### config.mk
export PLATFORM = sky130hd
export DESIGN_NAME = pcm_pack_fifo
export DESIGN_NICKNAME = d
export VERILOG_FILES = /design/src/rtl/pcm_pack_pkg.sv /design/src/rtl/pcm_packer.sv /design/src/rtl/pcm_word_fifo.sv /design/src/rtl/pcm_flag_ctrl.sv /design/src/rtl/pcm_pack_fifo.sv
export SDC_FILE = /design/constraint.sdc
export NUM_CORES = 1
export LEC_CHECK = 0
export BUFFER_PORTS_ARGS = -buffer_cell sky130_fd_sc_hd__clkbuf_2
export CAP_MARGIN = 25
export CORE_MARGIN = 2
export CORE_UTILIZATION = 61
export CTS_CLUSTER_SIZE = 12
export DETAILED_ROUTE_END_ITERATION = 7
export PLACE_DENSITY = 0.9
export SYNTH_ARGS = -nofsm -noshare
export SYNTH_HDL_FRONTEND = slang
export SYNTH_SLANG_ARGS = --single-unit
### constraint.sdc
create_clock -name clk -period 5.5 [get_ports clk]
set_input_delay 1.375 -clock clk [delete_from_list [all_inputs] [get_ports clk]]
set_output_delay 1.375 -clock clk [all_outputs]
set_load 0.005 [all_outputs]
### src/rtl/pcm_pack_pkg.sv
package pcm_pack_pkg;

  typedef enum logic {
    MODE_MONO   = 1'b0,
    MODE_STEREO = 1'b1
  } chan_mode_e;

  typedef struct packed {
    logic full;
    logic empty;
  } fifo_stat_t;

endpackage

### src/rtl/pcm_packer.sv
module pcm_packer
  import pcm_pack_pkg::*;
#(
  parameter int unsigned SMP_W  = 16,
  parameter int unsigned WORD_W = 2 * SMP_W
) (
  input  logic              clk,
  input  logic              rst_n,
  input  logic              accept_i,
  input  logic              flush_i,
  input  chan_mode_e        mode_i,
  input  logic              smp_vld_i,
  input  logic [SMP_W-1:0]  ch0_i,
  input  logic [SMP_W-1:0]  ch1_i,
  output logic              push_o,
  output logic [WORD_W-1:0] word_o
);

  logic             half_vld_q, half_vld_d;
  logic [SMP_W-1:0] half_q;
  logic             half_ld;

  // next-state
  always_comb begin
    half_vld_d = half_vld_q;
    half_ld    = 1'b0;
    push_o     = 1'b0;
    word_o     = {ch1_i, ch0_i};
    if (flush_i || !accept_i) begin
      half_vld_d = 1'b0;
    end else if (mode_i == MODE_STEREO) begin
      half_vld_d = 1'b0;
      push_o     = smp_vld_i;
    end else if (smp_vld_i) begin
      if (half_vld_q) begin
        push_o     = 1'b1;
        word_o     = {half_q, ch0_i};
        half_vld_d = 1'b0;
      end else begin
        half_ld    = 1'b1;
        half_vld_d = 1'b1;
      end
    end
  end

  always_ff @(posedge clk or negedge rst_n) begin
    if (!rst_n) half_vld_q <= 1'b0;
    else        half_vld_q <= half_vld_d;
  end

  always_ff @(posedge clk) begin
    if (half_ld) half_q <= ch0_i;
  end

  // a first accepted mono sample is held for pairing
  a_r3_first_half_held: assert property (@(posedge clk) disable iff (!rst_n)
    (accept_i && !flush_i && mode_i == MODE_MONO && smp_vld_i && !half_vld_q) |=> half_vld_q);

  // disable or flush leaves nothing pending
  a_r9_disable_drops_half: assert property (@(posedge clk) disable iff (!rst_n)
    (!accept_i || flush_i) |=> !half_vld_q);

  // stereo mode never keeps a half word
  a_r11_stereo_no_half: assert property (@(posedge clk) disable iff (!rst_n)
    (mode_i == MODE_STEREO) |=> !half_vld_q);

endmodule

### src/rtl/pcm_word_fifo.sv
module pcm_word_fifo
  import pcm_pack_pkg::*;
#(
  parameter int unsigned WORD_W = 32,
  parameter int unsigned DEPTH  = 16,
  localparam int unsigned AW    = $clog2(DEPTH),
  localparam int unsigned CW    = $clog2(DEPTH + 1)
) (
  input  logic              clk,
  input  logic              rst_n,
  input  logic              clear_i,
  input  logic              push_i,
  input  logic              pop_i,
  input  logic [WORD_W-1:0] wdata_i,
  output logic [WORD_W-1:0] rdata_o,
  output logic [CW-1:0]     level_o,
  output logic              drop_o
);

  logic [WORD_W-1:0] mem [DEPTH];
  logic [AW-1:0]     wr_ptr_q, wr_ptr_d, rd_ptr_q, rd_ptr_d;
  logic [CW-1:0]     level_q, level_d;
  fifo_stat_t        stat;
  logic              do_push, do_pop;

  function automatic logic [AW-1:0] ptr_inc(input logic [AW-1:0] p);
    return (p == AW'(DEPTH - 1)) ? '0 : p + 1'b1;
  endfunction

  always_comb begin
    stat.full  = (level_q == CW'(DEPTH));
    stat.empty = (level_q == '0);
    do_pop     = pop_i && !stat.empty && !clear_i;
    do_push    = push_i && !clear_i && (!stat.full || do_pop);
    drop_o     = push_i && !clear_i && stat.full && !do_pop;
  end

  // next-state
  always_comb begin
    wr_ptr_d = wr_ptr_q;
    rd_ptr_d = rd_ptr_q;
    level_d  = level_q;
    if (clear_i) begin
      wr_ptr_d = '0;
      rd_ptr_d = '0;
      level_d  = '0;
    end else begin
      if (do_push) wr_ptr_d = ptr_inc(wr_ptr_q);
      if (do_pop)  rd_ptr_d = ptr_inc(rd_ptr_q);
      case ({do_push, do_pop})
        2'b10:   level_d = level_q + 1'b1;
        2'b01:   level_d = level_q - 1'b1;
        default: level_d = level_q;
      endcase
    end
  end

  always_ff @(posedge clk or negedge rst_n) begin
    if (!rst_n) begin
      wr_ptr_q <= '0;
      rd_ptr_q <= '0;
      level_q  <= '0;
    end else begin
      wr_ptr_q <= wr_ptr_d;
      rd_ptr_q <= rd_ptr_d;
      level_q  <= level_d;
    end
  end

  always_ff @(posedge clk) begin
    if (do_push) mem[wr_ptr_q] <= wdata_i;
  end

  assign rdata_o = stat.empty ? '0 : mem[rd_ptr_q];
  assign level_o = level_q;

  // level never exceeds the depth
  a_r2_level_bound: assert property (@(posedge clk) disable iff (!rst_n)
    level_q <= CW'(DEPTH));

  // popping an empty store changes nothing
  a_r2_empty_pop: assert property (@(posedge clk) disable iff (!rst_n)
    (pop_i && stat.empty && !push_i && !clear_i) |=> (level_q == '0));

  // a dropped word leaves the level unchanged
  a_r6_drop_keeps_level: assert property (@(posedge clk) disable iff (!rst_n)
    drop_o |=> $stable(level_q));

endmodule

### src/rtl/pcm_flag_ctrl.sv
module pcm_flag_ctrl (
  input  logic clk,
  input  logic rst_n,
  input  logic srst_req_i,
  input  logic ovf_evt_i,
  input  logic ovf_clr_i,
  input  logic avail_i,
  input  logic avail_ie_i,
  input  logic ovf_ie_i,
  output logic ovf_o,
  output logic srst_bit_o,
  output logic irq_o
);

  logic ovf_q, ovf_d;
  logic srst_q, srst_d;

  // next-state: soft reset beats a new overflow, which beats a clear
  always_comb begin
    srst_d = srst_req_i;
    if (srst_req_i)     ovf_d = 1'b0;
    else if (ovf_evt_i) ovf_d = 1'b1;
    else if (ovf_clr_i) ovf_d = 1'b0;
    else                ovf_d = ovf_q;
  end

  always_ff @(posedge clk or negedge rst_n) begin
    if (!rst_n) begin
      ovf_q  <= 1'b0;
      srst_q <= 1'b0;
    end else begin
      ovf_q  <= ovf_d;
      srst_q <= srst_d;
    end
  end

  assign ovf_o      = ovf_q;
  assign srst_bit_o = srst_q;
  assign irq_o      = (avail_i && avail_ie_i) || (ovf_q && ovf_ie_i);

  // the flag holds until cleared
  a_r7_ovf_sticky: assert property (@(posedge clk) disable iff (!rst_n)
    (ovf_q && !ovf_clr_i && !srst_req_i) |=> ovf_q);

  // a new drop wins over a clear in the same cycle
  a_r7_set_wins: assert property (@(posedge clk) disable iff (!rst_n)
    (ovf_evt_i && !srst_req_i) |=> ovf_q);

  // the soft-reset bit clears itself
  a_r10_srst_self_clear: assert property (@(posedge clk) disable iff (!rst_n)
    (srst_q && !srst_req_i) |=> !srst_q);

endmodule

### src/rtl/pcm_pack_fifo.sv
module pcm_pack_fifo
  import pcm_pack_pkg::*;
#(
  parameter int unsigned SMP_W = 16,
  parameter int unsigned DEPTH = 16,
  parameter int unsigned THR_W = 4
) (
  input  logic                       clk,
  input  logic                       rst_n,
  input  logic                       fifo_en_i,
  input  logic                       stereo_i,
  input  logic                       srst_req_i,
  input  logic                       smp_vld_i,
  input  logic [SMP_W-1:0]           ch0_i,
  input  logic [SMP_W-1:0]           ch1_i,
  input  logic [THR_W-1:0]           thresh_i,
  input  logic                       avail_ie_i,
  input  logic                       ovf_ie_i,
  input  logic                       ovf_clr_i,
  input  logic                       pop_i,
  output logic [2*SMP_W-1:0]         rd_data_o,
  output logic [$clog2(DEPTH+1)-1:0] level_o,
  output logic                       avail_o,
  output logic                       ovf_o,
  output logic                       srst_bit_o,
  output logic                       irq_o
);

  localparam int unsigned WORD_W = 2 * SMP_W;
  localparam int unsigned CW     = $clog2(DEPTH + 1);

  logic              accept;
  logic              push;
  logic [WORD_W-1:0] word;
  logic              drop;
  logic [CW-1:0]     level;

  assign accept = fifo_en_i && !srst_req_i && !srst_bit_o;

  pcm_packer #(.SMP_W(SMP_W), .WORD_W(WORD_W)) packer_i (
    .clk       (clk),
    .rst_n     (rst_n),
    .accept_i  (accept),
    .flush_i   (srst_req_i),
    .mode_i    (chan_mode_e'(stereo_i)),
    .smp_vld_i (smp_vld_i),
    .ch0_i     (ch0_i),
    .ch1_i     (ch1_i),
    .push_o    (push),
    .word_o    (word)
  );

  pcm_word_fifo #(.WORD_W(WORD_W), .DEPTH(DEPTH)) fifo_i (
    .clk     (clk),
    .rst_n   (rst_n),
    .clear_i (srst_req_i),
    .push_i  (push),
    .pop_i   (pop_i),
    .wdata_i (word),
    .rdata_o (rd_data_o),
    .level_o (level),
    .drop_o  (drop)
  );

  always_comb begin
    if (CW > THR_W) avail_o = (level >= CW'(thresh_i));
    else            avail_o = (THR_W'(level) >= thresh_i);
  end

  pcm_flag_ctrl flags_i (
    .clk        (clk),
    .rst_n      (rst_n),
    .srst_req_i (srst_req_i),
    .ovf_evt_i  (drop),
    .ovf_clr_i  (ovf_clr_i),
    .avail_i    (avail_o),
    .avail_ie_i (avail_ie_i),
    .ovf_ie_i   (ovf_ie_i),
    .ovf_o      (ovf_o),
    .srst_bit_o (srst_bit_o),
    .irq_o      (irq_o)
  );

  assign level_o = level;

  // in the cycle after a request the store is empty and the flag clear
  a_r10_cleared_state: assert property (@(posedge clk) disable iff (!rst_n)
    srst_req_i |=> (level_o == '0 && !ovf_o));

  // a disabled store accepts no new words
  a_r9_no_growth_disabled: assert property (@(posedge clk) disable iff (!rst_n)
    (!fifo_en_i && !srst_req_i) |=> (level_o <= $past(level_o)));

endmodule

==> run_results.csv <==
group,metric,value,unit
global_route,grt_pass1_wl,68100,µm
power_and_ir_drop,p_int,7.11,mW
power_and_ir_drop,seq_power_share,49.8,%
cts,clk_pin_slew,0.06,ns
worst_setup_path,crit_cells,5,
floorplanning,core,34500,µm²
worst_setup_path,path_cells,"buf_4 > mux4_2 > mux2i_1 > o22ai_1 > clkbuf_2",
floorplanning,ios,87,
min_path,hold_end,"packer_i.half_vld_q$_DFFE_PN0P_",
place,hpwl,24800,µm
place,post-place-cells,1471,
global_route,antenna_found_initial,1,
cells_and_area,areaGrowthSynthToFinish,12.3,%
logic_synthesis,synth_top_flop_cell,"edfxtp_1",
drt,vias,10400,
drt,drc,0,
power_and_ir_drop,p_leak,7.44,nW
cells_and_area,drive_gt1_share,30.4,%
power_and_ir_drop,combPwrFrac,15.7,%
logic_synthesis,synthCells,967,
sta,post-route-period-util,82.2,%
logic_synthesis,synth_area_leader_cell,"edfxtp_1",
floorplanning,die_w,191,µm
run_status,outcome,"completed",
worst_setup_path,criticalPathCategory,"register to output port",
logic_synthesis,yosysSeqAreaShare,76.5,%
logic_synthesis,syn-num-nets,1026,
cts,ctsHoldBuffers,0,
global_route,grtUsageTotal,26.0,%
global_route,grt_max_degree,50,
logic_synthesis,synth-edff-count,528,
logic_synthesis,avgSynthCellArea,22.0,µm²
sta,min_period,4.52,ns
global_route,grt_overflow,0,
drt,drtIter0Drc,1064,
cts,cts_tree,"built",
place,io_buffers,86,
worst_setup_path,crit_buf_inv,2,
floorplanning,initial_core_util,61.6,%
power_and_ir_drop,vdd_drop_max,0.315,mV
cts,clockBufferDepth,3,
cts,cts_resized,0,
drt,wl_per_cell,29.7,µm
min_path,min_from,"flags_i.srst_bit_o$_DFF_PN0_",
cts,clk_latency,0.57,ns
cells_and_area,num-nets-final,1133,
sta,fin_worst_skew,0.0170,ns
worst_setup_path,reg2reg_depth,10,
power_and_ir_drop,totalPowerFinal,9.36,mW
floorplanning,die-area,36300,µm²
sta,rsz0062_at_grt,"no",
worst_setup_path,cp-end-kind,"output port",
worst_setup_path,arrival,3.15,ns
logic_synthesis,async_reset_ff_share,2.94,%
logic_synthesis,yosysUniqueCellTypes,46,
drt,wl,46000,µm
cts,clock_sinks,544,
min_path,hold_depth,2,
sta,maxSlewViolCount,0,
sta,tightest_slew,1.09,ns
global_route,use_met2,43.5,%
min_path,worst_hold_path_type,"register to register",
drt,via_per_inst,6.70,
worst_setup_path,worst-r2r-setup-slack,2.45,ns
global_route,top_usage_layer,"met2",
cts,postCtsSetupBuffers,0,
floorplanning,die_h,191,µm
power_and_ir_drop,powerDensity,392,nW/µm²
worst_setup_path,r2r_end,"fifo_i.level_o[4]$_DFFE_PN0P_",
cells_and_area,stdcell_count,1552,
worst_setup_path,path_delay_family,"flip-flops",
worst_setup_path,slowest_delay,0.91,ns
floorplanning,fp-row-count,68,
global_route,use_met3,3.88,%
sta,setup_viol,0,
global_route,grt_pass1_vias,10800,
sta,finalHoldViolCount,0,
sta,slew_headroom,27.5,%
cells_and_area,final_cell_mix,"edfxtp_1 (528), mux4_2 (128), clkbuf_2 (86)",
logic_synthesis,synth-seq-cells,544,
place,globalplace.congestion,0.828,
worst_setup_path,required,4.12,ns
drt,dr.pass1.iters,5,
worst_setup_path,cpMaxStageDelayCell,"dfrtp_4",
worst_setup_path,startpoint_type,"register",
cells_and_area,post-route-util,69.2,%
cts,htreeDepth,2,
power_and_ir_drop,pwr-share-clk,34.5,%
logic_synthesis,ys_top_cells_by_area,"edfxtp_1 (75%), mux4_2 (14%), mux2i_1 (3.0%)",
worst_setup_path,regToRegStartpoint,"fifo_i.level_o[1]$_DFFE_PN0P_",
power_and_ir_drop,switching_share,24.0,%
sta,fmax,221,MHz
power_and_ir_drop,p_sw,2.25,mW
global_route,met1_usage,35.4,%
cts,root_buffer,"clkbuf_16",
drt,drtAntennaViolNets,0,
logic_synthesis,synth_top_area_share,74.6,%
flow_run,cap_viol_max_count,0,
logic_synthesis,ys_warn_count,0,
logic_synthesis,syn_area,21200,µm²
cells_and_area,final_common_cell,"edfxtp_1",
cts,numCtsBuffers,53,
worst_setup_path,crit_fanout,49,
sta,finalSetupTns,0,ns
[per-stage QoR]
step	worst slack (ns)	hold WS [ns]	area, µm²
after floorplan	0.281	0.510	21200
after global placement	1.36	0.560	22200
after detailed placement	1.22	0.567	22300
after CTS	0.956	0.602	23800
after global routing	0.843	0.626	23900
final	0.977	0.604	23900
[power groups by stage]
stage	Combinational (mW)	Clock [mW]	Sequential, mW
after global routing	1.58	3.39	4.67
after global placement	1.38	0	4.75
after detailed placement	1.44	0	4.75
final	1.47	3.22	4.66
after floorplan	1.05	0	4.67
after CTS	1.46	3.25	4.66
[final cells by class]
type / instances / area (µm²)
Fill cell: 1950 / 10600
Clock inverter: 11 / 82.6
Timing Repair Buffer: 103 / 696
Clock buffer: 66 / 1390
Sequential cell: 544 / 16300
Antenna cell: 1 / 2.50
Multi-Input combinational cell: 363 / 4810
Tap cell: 455 / 569
Inverter: 9 / 33.8
[Yosys cell counts, drive strengths merged (5+ instances only)]
cell	number
a21oi	10
and2	5
buf	21
clkbuf	30
dfrtp	16
edfxtp	528
ha	12
inv	9
mux2	20
mux2i	64
mux4	128
nand2	18
nand3	6
nor2	19
nor3b	5
o22ai	32
[tightest hold or removal path, delay by kind of cell, from the launching register on]
family           cells  cell delay [ns]
DFF                  1             0.37
and+or+nand+nor      2             0.19
[cell families (layout without fill, tap and decap cells)]
kind of cell | count (synthesis) | after routing | synth area share, %
AO/OA/AOI/OAI | 60 | 60 | 1.92
XOR/XNOR | 5 | 5 | 0.206
adder cells (fa/ha/maj) | 13 | 13 | 0.801
buffers and inverters | 60 | 189 | 1.14
flip-flops | 544 | 544 | 76.5
multiplexers | 212 | 212 | 17.6
other | 0 | 1 | 0
AND/OR/NAND/NOR | 73 | 73 | 1.76
[state kept, by name, summed over array words and instances, names as in the netlist]
signal,flops
fifo_i.level_o,5
fifo_i.wr_ptr_q,4
packer_i.half_q,16
packer_i.half_vld_q,1
fifo_i.mem,512
flags_i.ovf_o,1
flags_i.srst_bit_o,1
fifo_i.rd_ptr_q,4
[worst max-delay path by stage]
stage	from	to	slack (ns)
finish	fifo_i.rd_ptr_q[1]$_DFFE_PN0P_	rd_data_o[7]	0.98
global route	fifo_i.rd_ptr_q[1]$_DFFE_PN0P_	rd_data_o[7]	0.84
CTS	fifo_i.rd_ptr_q[1]$_DFFE_PN0P_	rd_data_o[7]	0.96
detailed placement	srst_req_i	fifo_i.mem[7][15]$_DFFE_PP_	1.22
global placement	srst_req_i	fifo_i.mem[7][15]$_DFFE_PP_	1.36
floorplan	srst_req_i	fifo_i.mem[2][0]$_DFFE_PP_	0.28
[per-layer routing]
metal  wire, µm  up-vias  part of all wire [%]
met1      16900     5406                    37
met4       1680        0                   3.6
met5          0        -                     0
li1           -     4259                     -
met2      23500      633                    51
met3       3970       99                   8.6
No activity file was read; power rests on OpenSTA's default activity.
